===== src/rtl/exti_pkg.sv =====
package exti_pkg;

  localparam int DATA_W = 32;

  typedef enum logic [1:0] {
    SENSE_LVL_LO    = 2'd0,
    SENSE_EDGE_FALL = 2'd1,
    SENSE_LVL_HI    = 2'd2,
    SENSE_EDGE_RISE = 2'd3
  } sense_e;

  typedef enum int {
    REG_CTRL = 0,
    REG_PEND = 1,
    REG_EN   = 2
  } reg_idx_e;

  // byte offset of a register for the chosen address layout
  function automatic int reg_offset(int layout, reg_idx_e idx);
    if (layout == 0) begin
      case (idx)
        REG_CTRL: return 'h00;
        REG_PEND: return 'h04;
        default:  return 'h08;
      endcase
    end else begin
      case (idx)
        REG_CTRL: return 'h0C;
        REG_PEND: return 'h10;
        default:  return 'h40;
      endcase
    end
  endfunction

endpackage


===== src/rtl/exti_sync.sv =====
module exti_sync #(
  parameter int   STAGES  = 2,
  parameter logic RST_VAL = 1'b1
) (
  input  logic clk_i,
  input  logic rst_ni,
  input  logic d_i,
  output logic q_o
);

  logic [STAGES-1:0] stage_q;

  generate
    for (genvar s = 0; s < STAGES; s++) begin : g_stage
      if (s == 0) begin : g_first
        always_ff @(posedge clk_i or negedge rst_ni) begin
          if (!rst_ni) stage_q[s] <= RST_VAL;
          else         stage_q[s] <= d_i;
        end
      end else begin : g_next
        always_ff @(posedge clk_i or negedge rst_ni) begin
          if (!rst_ni) stage_q[s] <= RST_VAL;
          else         stage_q[s] <= stage_q[s-1];
        end
      end
    end
  endgenerate

  assign q_o = stage_q[STAGES-1];

endmodule


===== src/rtl/exti_detect.sv =====
module exti_detect
  import exti_pkg::*;
#(
  parameter logic IDLE_VAL = 1'b1
) (
  input  logic   clk_i,
  input  logic   rst_ni,
  input  logic   sync_i,
  input  sense_e mode_i,
  input  logic   clr_i,
  output logic   pend_o
);

  logic prev_q;
  logic pend_q;
  logic evt;

  always_ff @(posedge clk_i or negedge rst_ni) begin
    if (!rst_ni) prev_q <= IDLE_VAL;
    else         prev_q <= sync_i;
  end

  always_comb begin
    unique case (mode_i)
      SENSE_LVL_LO:    evt = ~sync_i;
      SENSE_EDGE_FALL: evt = prev_q & ~sync_i;
      SENSE_LVL_HI:    evt = sync_i;
      SENSE_EDGE_RISE: evt = ~prev_q & sync_i;
      default:         evt = 1'b0;
    endcase
  end

  // a new event outranks a clear in the same cycle
  always_ff @(posedge clk_i or negedge rst_ni) begin
    if (!rst_ni) pend_q <= 1'b0;
    else         pend_q <= evt | (pend_q & ~clr_i);
  end

  assign pend_o = pend_q;

  p_clear_r5: assert property (@(posedge clk_i) disable iff (!rst_ni)
    (clr_i && !evt) |=> !pend_o);

  p_event_wins_r6: assert property (@(posedge clk_i) disable iff (!rst_ni)
    evt |=> pend_o);

  p_sticky_r5: assert property (@(posedge clk_i) disable iff (!rst_ni)
    (!evt && !clr_i) |=> $stable(pend_o));

endmodule


===== src/rtl/exti_regs.sv =====
module exti_regs
  import exti_pkg::*;
#(
  parameter int ADDR_W = 8,
  parameter int LAYOUT = 0
) (
  input  logic              clk_i,
  input  logic              rst_ni,
  input  logic [ADDR_W-1:0] addr_i,
  input  logic              wr_en_i,
  input  logic [DATA_W-1:0] wdata_i,
  input  logic              pend_i,
  output sense_e            mode_o,
  output logic              en_o,
  output logic              clr_o,
  output logic [DATA_W-1:0] rdata_o
);

  localparam logic [ADDR_W-1:0] OFF_CTRL = ADDR_W'(reg_offset(LAYOUT, REG_CTRL));
  localparam logic [ADDR_W-1:0] OFF_PEND = ADDR_W'(reg_offset(LAYOUT, REG_PEND));
  localparam logic [ADDR_W-1:0] OFF_EN   = ADDR_W'(reg_offset(LAYOUT, REG_EN));

  logic [DATA_W-1:0] ctrl_q;
  logic [DATA_W-1:0] en_q;
  logic hit_ctrl, hit_pend, hit_en;

  assign hit_ctrl = (addr_i == OFF_CTRL);
  assign hit_pend = (addr_i == OFF_PEND);
  assign hit_en   = (addr_i == OFF_EN);

  always_ff @(posedge clk_i or negedge rst_ni) begin
    if (!rst_ni) begin
      ctrl_q <= '0;
      en_q   <= '0;
    end else if (wr_en_i) begin
      if (hit_ctrl) ctrl_q <= wdata_i;
      if (hit_en)   en_q   <= wdata_i;
    end
  end

  assign clr_o  = wr_en_i & hit_pend & wdata_i[0];
  assign mode_o = sense_e'(ctrl_q[1:0]);
  assign en_o   = en_q[0];

  always_comb begin
    rdata_o = '0;
    if (hit_ctrl)      rdata_o = ctrl_q;
    else if (hit_pend) rdata_o = {{(DATA_W-1){1'b0}}, pend_i};
    else if (hit_en)   rdata_o = en_q;
  end

  p_ctrl_wr_r8: assert property (@(posedge clk_i) disable iff (!rst_ni)
    (wr_en_i && hit_ctrl) |=> (ctrl_q == $past(wdata_i)));

  p_unmapped_r10: assert property (@(posedge clk_i) disable iff (!rst_ni)
    (wr_en_i && !hit_ctrl && !hit_en) |=> ($stable(ctrl_q) && $stable(en_q)));

endmodule


===== src/rtl/exti_ctrl.sv =====
module exti_ctrl
  import exti_pkg::*;
#(
  parameter int   ADDR_W      = 8,
  parameter int   LAYOUT      = 0,
  parameter int   SYNC_STAGES = 2,
  parameter logic PIN_IDLE    = 1'b1
) (
  input  logic              clk_i,
  input  logic              rst_ni,
  input  logic              pin_i,
  input  logic [ADDR_W-1:0] addr_i,
  input  logic              wr_en_i,
  input  logic [31:0]       wdata_i,
  output logic [31:0]       rdata_o,
  output logic              irq_o
);

  logic   pin_sync;
  logic   pend;
  logic   clr;
  logic   en;
  sense_e mode;

  exti_sync #(.STAGES(SYNC_STAGES), .RST_VAL(PIN_IDLE)) u_sync (
    .clk_i (clk_i),
    .rst_ni(rst_ni),
    .d_i   (pin_i),
    .q_o   (pin_sync)
  );

  exti_detect #(.IDLE_VAL(PIN_IDLE)) u_detect (
    .clk_i (clk_i),
    .rst_ni(rst_ni),
    .sync_i(pin_sync),
    .mode_i(mode),
    .clr_i (clr),
    .pend_o(pend)
  );

  exti_regs #(.ADDR_W(ADDR_W), .LAYOUT(LAYOUT)) u_regs (
    .clk_i  (clk_i),
    .rst_ni (rst_ni),
    .addr_i (addr_i),
    .wr_en_i(wr_en_i),
    .wdata_i(wdata_i),
    .pend_i (pend),
    .mode_o (mode),
    .en_o   (en),
    .clr_o  (clr),
    .rdata_o(rdata_o)
  );

  assign irq_o = pend & en;

  p_gate_off_r7: assert property (@(posedge clk_i) disable iff (!rst_ni)
    (!en && $rose(pend)) |-> !irq_o);

endmodule


===== config.mk =====
export PLATFORM = sky130hd
export DESIGN_NAME = exti_ctrl
export DESIGN_NICKNAME = d
export VERILOG_FILES = /design/src/rtl/exti_pkg.sv /design/src/rtl/exti_sync.sv /design/src/rtl/exti_detect.sv /design/src/rtl/exti_regs.sv /design/src/rtl/exti_ctrl.sv
export SDC_FILE = /design/constraint.sdc
export NUM_CORES = 1
export LEC_CHECK = 0
export BUFFER_PORTS_ARGS = -buffer_cell sky130_fd_sc_hd__buf_4
export CORE_ASPECT_RATIO = 0.5
export CORE_MARGIN = 2
export CORE_UTILIZATION = 35
export CTS_CLUSTER_DIAMETER = 30
export DETAILED_ROUTE_END_ITERATION = 16
export REMOVE_ABC_BUFFERS = 1
export SKIP_LAST_GASP = 1
export SLEW_MARGIN = 20
export SYNTH_ARGS = -nofsm -noshare
export SYNTH_HDL_FRONTEND = slang
export SYNTH_SLANG_ARGS = --single-unit

===== constraint.sdc =====
create_clock -name clk_i -period 1.5 [get_ports clk_i]
set_clock_uncertainty 0.2 [all_clocks]
set_input_delay 0.075 -clock clk_i [delete_from_list [all_inputs] [get_ports clk_i]]
set_output_delay 0.075 -clock clk_i [all_outputs]
set_load 0.005 [all_outputs]

==> results of run 1 <==
state kept, by name, summed over array words and instances (netlist names):
register,count
u_detect.pend_o,1
u_sync.stage_q,1
u_regs.ctrl_q,32
u_regs.en_q,32
u_sync.q_o,1
u_detect.prev_q,1
area by class of cell:
cell class                 count  area share [%]
sequential                    68           36.63
multi-input combinational    143           30.64
timing repair buffer         127           23.70
clock buffer                  14           5.671
tap                          117           3.144
clock inverter                 2          0.2150
per-stage QoR:
step | std cells | TNS, ps | power, W | cell area, um2
3_3_place_gp | 415 | -11220 | 0.002344 | 3981
6_report | 471 | 0 | 0.004327 | 4656
4_1_cts | 468 | 0 | 0.004372 | 4627
2_1_floorplan | 211 | -39520 | 0.002138 | 3110
3_5_place_dp | 415 | -11550 | 0.002364 | 3981
5_1_grt | 471 | -73.77 | 0.004501 | 4656
logic make-up after synthesis:
logic type	after synthesis	share of synthesized area, %
mux	96	35.75
flops	68	52.85
simple gates	44	7.096
buf+inv	14	3.606
compound gates	3	0.6979
power by group through the flow:
| stage | clock, W | sequential [W] | combinational (W) |
|---|---|---|---|
| after floorplan | 0 | 0.00199 | 0.000149 |
| after global placement | 0 | 0.00200 | 0.000347 |
| after detailed placement | 0 | 0.00200 | 0.000360 |
| after CTS | 0.00196 | 0.00197 | 0.000440 |
| after global routing | 0.00204 | 0.00198 | 0.000482 |
| final | 0.00191 | 0.00197 | 0.000441 |
worst max-delay path: stages, from the launching register on:
cell and delay, ps:
dfrtp_1 340, mux2i_1 70, o21ai_1 120, nor4b_2 210, buf_4 150
routing by layer:
metal,share of wire [%],track usage [%],vias to the layer above
met5,0,0,-
met4,1.0,4.667,0
met3,3.2,3.960,8
met2,51,26.72,30
met1,45,19.37,1147
li1,-,-,1042
worst paths after layout:
| kind | from | endpoint | slack [ps] | cells after the start |
|---|---|---|---|---|
| worst max-delay path | u_detect.pend_o | rdata_o[0] | 20 | 4 |
| min in group asynchronous | rst_ni | u_regs.en_q[14] | 30 | 2 |
| worst max register to register | u_regs.ctrl_q[0] | u_detect.pend_o | 180 | 4 |
| worst min-delay path | addr_i[4] | u_detect.pend_o | -30 | 4 |
| worst min register to register | u_sync.stage_q[0] | u_sync.q_o | 150 | 0 |
| max in group asynchronous | rst_ni | u_sync.stage_q[0] | 480 | 3 |
repair_timing:
item | in CTS | in global routing
hold endpoints to repair | 133 | 1
resized for setup | 2 | 1
pin swaps | 0 | 1
buffers inserted | 2 | 3
setup endpoints to repair | 1 | 50
placed cells by master (no fill, tap or decap):
| cell | synthesis | final |
|---|---|---|
| mux2_4 | 30 | 30 |
| clkbuf_1 | 4 | 3 |
| nand3_1 | 1 | 1 |
| nor4_4 | 1 | 1 |
| dfstp_2 | 3 | 3 |
| nor2_1 | 31 | 31 |
| nand4b_1 | 1 | 1 |
| mux2_2 | 30 | 30 |
| clkbuf_16 | 0 | 9 |
| and2_1 | 1 | 1 |
| or4_1 | 1 | 1 |
| nor3_4 | 0 | 1 |
| buf_4 | 1 | 87 |
| o21ai_1 | 0 | 1 |
| dfrtp_1 | 65 | 65 |
| o41ai_1 | 1 | 1 |
| and4_1 | 1 | 1 |
| nor2b_1 | 1 | 1 |
| mux2i_1 | 32 | 32 |
| clkinv_2 | 0 | 2 |
| nand3b_1 | 1 | 1 |
| clkbuf_8 | 0 | 2 |
| nand2_1 | 2 | 2 |
| nand4b_4 | 0 | 1 |
| mux2_1 | 4 | 4 |
| nor4b_2 | 0 | 1 |
| dlygate4sd3_1 | 0 | 35 |
| buf_12 | 0 | 5 |
| o311ai_0 | 1 | 1 |
==> impl_metrics.toml, run 1 <==
[outcome]
run_status = "finished with violations"
violations = "hold timing"

[synth]
async_flop_share_pct = 100.0
yosys_warnings = 0
synth_area_leader_cell = "dfrtp_1"
ys_ff_latch = 68
synth_edf_count = 0
avgSynthCellArea_um2 = 14.34
ys.flop_type = "dfrtp_1"
syn_inst = 225
synth.most_common_cell = "dfrtp_1"
yosys-top-cells-count = "dfrtp_1, mux2i_1, nor2_1"
yosys.cell_types.count = 27
synth.top_cell.area_share_pct = 50.41
yosysSeqAreaShare_pct = 52.85
syn_area_um2 = 3227
synth_area_leaders = "dfrtp_1, mux2_4, mux2_2"

[die]
num_rows = 24
die_x_um = 139.8
die_area_um2 = 10050
coreArea_um2 = 8828
die_h_um = 71.90
start_util_pct = 36.55
io_pins = 77

[timing]
relSlewSlack_pct = 76.05
fin_hold_ws_ps = -27.28
fmax_ghz = 0.6742
finalCritPeriodShare_pct = 98.88
maxSlewViolCount = 0
setup_slack_ps = 16.79
hold_violations = 1
finalCriticalPeriod_ps = 1483
rsz0062_at_grt = "yes"
setup_violations = 0
max_slew.worst_pin.slew_ps = 354.5

[placement]
dp_slack_ps = -289.0
dp_hpwl_um = 4722
routabilityCongestion = 0.7604
io_buffers = 76

[clock_tree]
clk_transition_reported_paths_ps = 50
cts_tree = "done"
cts-hold-fix-buffers = 35
clock_latency_ps = 320
cts_buffers = 9
cts_max_path_buffers = 2
cts.sinks = 68
htreeDepth = 3
root_buffer = "clkbuf_16"

[grt]
grt_max_degree = 33
grt_antenna_before_repair = 0
first_global_vias = 2381
grt_pass1_wl_um = 12140
grt_overflow_total = 0
grt_usage_pct = 15.39

[routing]
drtIter0Drc = 92
ant_nets = 0
dr_total_vias = 2227
wl_per_cell_um = 15.44
wirelength_um = 7272
dr.pass1.iters = 4
viasPerCell = 4.728
drc = 0

[pwr]
comb_power_share_pct = 10.2
power_switching_share_pct = 21.20
power_switching_w = 0.0009173
p_leak_nw = 2.402
p_per_area_nw_per_um2 = 929.3
power.internal_w = 0.003409
seqPwrFrac_pct = 45.6
ir_drop_uv = 539.1
power_frac_clock_pct = 44.2

[run]
max_cap_violations = 0

[worst_setup_path]
worstSetupPathType = "flop to primary output"
cp.required_ps = 1220
critPathCaptureType = "primary output"
cp-start-kind = "flop"
crit_arrival_ps = 1210
cp_max_fo = 2

[cells_and_area]
final.fill_count = 779
diodes = 0
syn_to_final_growth_pct = 44.28
multi_input_area_um2 = 1426
regArea_um2 = 1705
post-route-util_pct = 52.74
layout.nets = 393
drive_above_1_share_pct = 48.59

[hold_path]
hold_path_class = "input pin to flop"
(Power assumes the default switching activity.)
==> inputs of run 2 (changes only) <==
--- a/config.mk
+++ b/config.mk
@@ -6,11 +6,15 @@
 export NUM_CORES = 1
 export LEC_CHECK = 0
 export BUFFER_PORTS_ARGS = -buffer_cell sky130_fd_sc_hd__buf_4
+export CELL_PAD_IN_SITES_DETAIL_PLACEMENT = 1
+export CELL_PAD_IN_SITES_GLOBAL_PLACEMENT = 2
 export CORE_ASPECT_RATIO = 0.5
 export CORE_MARGIN = 2
 export CORE_UTILIZATION = 35
 export CTS_CLUSTER_DIAMETER = 30
 export DETAILED_ROUTE_END_ITERATION = 16
+export MAX_ROUTING_LAYER = met4
+export PLACE_DENSITY_LB_ADDON = 0.1
 export REMOVE_ABC_BUFFERS = 1
 export SKIP_LAST_GASP = 1
 export SLEW_MARGIN = 20
==> run 2 against run 1 <==
  * Sequential share of layout area decreased by 0.62 points
  * Largest power group is now clock
  * Critical path depth unchanged
  * The flow finishes with violations (setup timing)
  * Via count increased by 0.99%
  * First-iteration DRC count decreased by 35%
  * Utilization increased by 0.91 points
  * Sequential power about the same
  * Register-to-register slack improved by 80 ps
  * Hold slack improved by 43 ps
  * Non-clock buffer count increased by 2
  * Clock power increased by 9%
==> impl_metrics.toml, run 2 (synthesis results as in run 1) <==
[worst_setup_path]
worstSetupPathType = "flop to primary output"
critPathCaptureType = "primary output"
cp.required_ps = 1220
path_cells = "mux2i_1 > o21ai_1 > nor4b_4 > buf_4"
cp_num_cells = 4
slowest_stage = "dfrtp_1"
critPathBufInv = 1
crit_family = "flip-flops"
crit_arrival_ps = 1250
cp-start-kind = "flop"
cp_max_fo = 3
slowest_delay_ps = 360
r2r_cells = 3

[placement]
dp_hpwl_um = 5367
place_inst = 418
routabilityCongestion = 0.8035
io_buffers = 76

[clock_tree]
clk_transition_reported_paths_ps = 50
root_buffer = "clkbuf_16"
cts_max_path_buffers = 2
cts_tree = "done"
cts.sinks = 68
cts_buffers = 9
clock_latency_ps = 330
htreeDepth = 3

[grt]
grt_pass1_wl_um = 12740
grt_antenna_before_repair = 0
grt_usage_pct = 17.25
first_global_vias = 2459
grt_max_degree = 30
grt_overflow_total = 0

[pwr]
power_switching_w = 0.0009740
seqPwrFrac_pct = 43.8
power.internal_w = 0.003535
p_per_area_nw_per_um2 = 952.1
power_switching_share_pct = 21.60
power_frac_clock_pct = 46.2
comb_power_share_pct = 10.0
p_leak_nw = 2.432
ir_drop_uv = 648.2

[outcome]
run_status = "finished with violations"
violations = "setup timing"

[die]
die_h_um = 71.90
coreArea_um2 = 8828
io_pins = 77
num_rows = 24
start_util_pct = 36.55
die_area_um2 = 10050
die_x_um = 139.8

[timing]
maxSlewViolCount = 0
setup_slack_ps = -21.98
fin_hold_ws_ps = 15.59
max_slew.worst_pin.slew_ps = 396.0
setup_violations = 1
hold_violations = 0
finalCritPeriodShare_pct = 101.5
fmax_ghz = 0.6570
finalCriticalPeriod_ps = 1522
tns_ps = -21.98
rsz0062_at_grt = "yes"
relSlewSlack_pct = 73.60

[cells_and_area]
drive_above_1_share_pct = 49.72
layout.nets = 395
diodes = 0
stdcell_count = 473
layout_common_cells = "buf_4, dfrtp_1, dlygate4sd3_1, mux2i_1, nor2_1"
reg_top3 = "u_regs.ctrl_q: 32 flops, u_regs.en_q: 32 flops"
layout_commonest_cell = "buf_4"
syn_to_final_growth_pct = 46.76
post-route-util_pct = 53.64

[routing]
wirelength_um = 7847
drtIter0Drc = 60
wl_per_cell_um = 16.59
dr.pass1.iters = 4
drc = 0
viasPerCell = 4.755
ant_nets = 0
dr_total_vias = 2249

[run]
max_cap_violations = 0

[hold_path]
hold_path_class = "input pin to asynchronous set/reset pin"
run 2: cell types whose count changed in the layout (fill, tap and decap cells not counted), sizes merged:
cell and delta:
dlygate4sd3 +2, clkbuf -4, clkinv +1, clkinvlp +2
bufinv +1
run 2: layer usage:
metal | wire length, um | up-vias | track usage (%)
met5 | 0 | - | -
met4 | 91 | 0 | 5.333
met3 | 328 | 10 | 4.752
met2 | 3788 | 50 | 28.56
met1 | 3638 | 1145 | 20.99
li1 | - | 1044 | -
run 2: cell type report:
| type | instances | area (um2) |
|---|---|---|
| Tap cell | 117 | 146.4 |
| Fill cell | 906 | 4093 |
| Clock inverter | 6 | 63.81 |
| Sequential cell | 68 | 1705 |
| Multi-Input combinational cell | 143 | 1433 |
| Timing Repair Buffer | 129 | 1149 |
| Clock buffer | 10 | 239.0 |
run 2: path summary, 6_finish.rpt:
kind,start,to,slack [ps]
worst max-delay path,u_detect.pend_o,rdata_o[0],-20
min in group clk_i,addr_i[0],u_detect.pend_o,40
worst min-delay path,rst_ni,u_regs.en_q[19],20
worst min register to register,u_sync.stage_q[0],u_sync.q_o,160
max in group asynchronous,rst_ni,u_regs.en_q[11],550
worst max register to register,u_regs.ctrl_q[0],u_detect.pend_o,260
run 2: per-stage QoR:
step / total power [W] / area (um2) / worst slack [ps]
floorplan: 0.002138 / 3110 / -727.7
global placement: 0.002358 / 4030 / -260.7
detailed placement: 0.002378 / 4030 / -294.4
CTS: 0.004581 / 4725 / -45.70
global route: 0.004725 / 4736 / -142.3
finish: 0.004509 / 4736 / -21.98
run 2: power by group through the flow:
stage | Combinational, W | Clock (W) | Sequential, W
floorplan | 0.000149 | 0 | 0.00199
global placement | 0.000360 | 0 | 0.00200
detailed placement | 0.000373 | 0 | 0.00201
CTS | 0.000459 | 0.00215 | 0.00197
global route | 0.000493 | 0.00225 | 0.00198
finish | 0.000453 | 0.00208 | 0.00197
run 2: timing repair:
item / 4_1_cts / 5_1_grt
resized for setup: 2 / 2
endpoints found under the setup margin: 9 / 5
pin swaps: 1 / 0
hold endpoints to repair: 134 / 0
buffers inserted: 2 / 0
hold buffers: 37 / 0
run 2: worst reg2reg max path: cells and delay by family, from the launching register on:
kind	cells	cell delay [ps]
AOI/OAI and AO/OA	1	280
buffers and inverters	1	140
DFF	1	370
and+or+nand+nor	1	130
==> inputs of run 3 (changes only) <==
--- a/config.mk
+++ b/config.mk
@@ -5,12 +5,13 @@
 export SDC_FILE = /design/constraint.sdc
 export NUM_CORES = 1
 export LEC_CHECK = 0
+export ABC_AREA = 1
 export BUFFER_PORTS_ARGS = -buffer_cell sky130_fd_sc_hd__buf_4
 export CELL_PAD_IN_SITES_DETAIL_PLACEMENT = 1
 export CELL_PAD_IN_SITES_GLOBAL_PLACEMENT = 2
 export CORE_ASPECT_RATIO = 0.5
 export CORE_MARGIN = 2
-export CORE_UTILIZATION = 35
+export CORE_UTILIZATION = 30
 export CTS_CLUSTER_DIAMETER = 30
 export DETAILED_ROUTE_END_ITERATION = 16
 export MAX_ROUTING_LAYER = met4
==> run 3 against run 2 <==
  * The flow now finishes without violations
  * Sequential cell count unchanged
  * Maximum frequency up 4.4%
  * Sequential share of layout area down 3.3 points
  * Largest cell class unchanged
  * Largest power group is now sequential cells
  * Final area up 10%
  * Count of clock-buffer cells in the layout up 4
  * Via count up 49%
  * First-iteration DRC count up 110%
  * Worst setup slack better by 64 ps
==> impl_metrics.toml, run 3 <==
[synth]
syn_inst = 487
synth.most_common_cell = "nand2_1"
synth.top_cell.area_share_pct = 47.07
ys_ff_latch = 68
ys.flop_type = "dfrtp_1"
yosysSeqAreaShare_pct = 49.35
synth_area_leaders = "dfrtp_1, nand2_1, nand3_1"
synth_edf_count = 0
yosys_warnings = 0
syn_area_um2 = 3456
yosys.cell_types.count = 18
async_flop_share_pct = 100.0
yosys-top-cells-count = "nand2_1, dfrtp_1, inv_1"
synth_area_leader_cell = "dfrtp_1"
avgSynthCellArea_um2 = 7.096

[pwr]
power.total_w = 0.004377
power_switching_share_pct = 23.37
p_per_area_nw_per_um2 = 840.2
ir_drop_uv = 562.9
seqPwrFrac_pct = 45.0
comb_power_share_pct = 10.1
power.internal_w = 0.003354
power_switching_w = 0.001023
p_leak_nw = 2.944
power_frac_clock_pct = 44.9

[clock_tree]
clock_latency_ps = 330
cts_tree = "done"
clk_transition_reported_paths_ps = 50
cts_max_path_buffers = 2
htreeDepth = 3
root_buffer = "clkbuf_16"
cts_buffers = 9
cts.sinks = 68

[worst_setup_path]
slowest_delay_ps = 170
crit_family = "buffers and inverters"
cp-start-kind = "input pin"
path_cells = "buf_6 > inv_2 > nand2_2 > nor2_4 > inv_2 > nor3_4 > buf_6 > buf_12 > nand2_4 > nand2_4 > buf_6"
worstSetupPathType = "input pin to primary output"
crit_arrival_ps = 1180
cp_max_fo = 8
critPathCaptureType = "primary output"
slowest_stage = "buf_6"
crit_top_cell = "buf_6"
critPathBufInv = 6
cp.required_ps = 1220

[cells_and_area]
reg_top3 = "u_regs.ctrl_q: 32 flops, u_regs.en_q: 32 flops"
syn_to_final_growth_pct = 50.76
stdcell_count = 761
post-route-util_pct = 46.88
drive_above_1_share_pct = 25.97
layout_commonest_cell = "nand2_1"
final.fill_count = 1363
layout.nets = 655
diodes = 0
layout_common_cells = "nand2_1, buf_4, dfrtp_1, nand3_1, inv_1"

[timing]
max_slew.worst_pin.slew_ps = 413.5
rsz0062_at_grt = "yes"
hold_violations = 0
fin_hold_ws_ps = 95.24
setup_slack_ps = 42.11
maxSlewViolCount = 0
finalCritPeriodShare_pct = 97.19
relSlewSlack_pct = 72.41
finalCriticalPeriod_ps = 1458
setup_violations = 0
fmax_ghz = 0.6859

[grt]
grt_antenna_before_repair = 0
grt_usage_pct = 19.49
grt_max_degree = 69
grt_overflow_total = 0
grt_pass1_wl_um = 17840
first_global_vias = 3471

[placement]
io_buffers = 76
dp_hpwl_um = 6789
dp_slack_ps = -44.98
place_inst = 701
routabilityCongestion = 0.7095

[die]
start_util_pct = 31.09
num_rows = 27
die_area_um2 = 12450
coreArea_um2 = 11110
io_pins = 77
die_x_um = 155.8
die_h_um = 79.90

[routing]
viasPerCell = 4.399
wl_per_cell_um = 14.51
drtIter0Drc = 128
dr_total_vias = 3348
dr.pass1.iters = 4
ant_nets = 0
drc = 0
wirelength_um = 11040

[outcome]
run_status = "complete, no violations"

[hold_path]
hold_path_class = "input pin to asynchronous set/reset pin"

[run]
max_cap_violations = 0
==> run 3: final cells by class <==
type	count	area [um2]	area share, %
tap	145	181.4	3.482
multi-input combinational	348	1530	29.37
inverter	45	171.4	3.290
clock buffer	14	264.0	5.067
sequential	68	1705	32.73
timing repair buffer	139	1348	25.86
clock inverter	2	10.01	0.1921
==> run 3: cells by family after synthesis <==
logic type / after synthesis / synth area share, %
simple gates: 346 / 40.22
buf+inv: 71 / 10.14
compound gates: 2 / 0.2897
flops: 68 / 49.35
==> run 3: final timing paths <==
| path | from | end | slack (ps) | cells past startpoint |
|---|---|---|---|---|
| max | addr_i[7] | rdata_o[30] | 40 | 11 |
| min | rst_ni | u_regs.ctrl_q[29] | 100 | 3 |
| max reg2reg | u_sync.q_o | u_detect.pend_o | 420 | 3 |
| min reg2reg | u_sync.stage_q[0] | u_sync.q_o | 160 | 0 |
| max in group asynchronous | rst_ni | u_detect.prev_q | 650 | 3 |
| min in group clk_i | u_sync.stage_q[0] | u_sync.q_o | 160 | 0 |
==> run 3: tightest hold or removal path, cell delays in order <==
cell	delay, ps
dlygate4sd3_1	530
buf_4	120
buf_12	300
==> run 3: metal layers <==
layer | vias up | track usage (%) | part of all wire (%)
li1 | 1690 | - | -
met1 | 1594 | 25.57 | 51
met2 | 58 | 31.28 | 45
met3 | 6 | 4.289 | 3.3
met4 | 0 | 4.220 | 0.37
met5 | - | - | 0
==> run 3: timing repair <==
| item | in CTS | in global routing |
|---|---|---|
| gates resized for setup | 7 | 57 |
| hold buffers | 35 | 0 |
| setup buffers | 3 | 3 |
| cloned | 2 | 1 |
| pin swaps | 3 | 15 |
| setup endpoints to repair | 5 | 32 |
| hold endpoints to repair | 134 | 0 |
==> run 3: metrics by stage <==
stage | setup TNS, ps | cell area [um2]
finish | 0 | 5210
floorplan | -21660 | 3274
global placement | -9.550 | 4269
CTS | -3.895 | 4990
detailed placement | -52.04 | 4269
global route | -220.5 | 5210
==> run 3: power by group through the flow <==
stage / Clock [W] / Combinational (W) / Sequential [W]
floorplan: 0 / 0.000122 / 0.00199
global placement: 0 / 0.000341 / 0.00200
detailed placement: 0 / 0.000346 / 0.00200
CTS: 0.00200 / 0.000428 / 0.00197
global route: 0.00208 / 0.000496 / 0.00198
finish: 0.00197 / 0.000440 / 0.00197
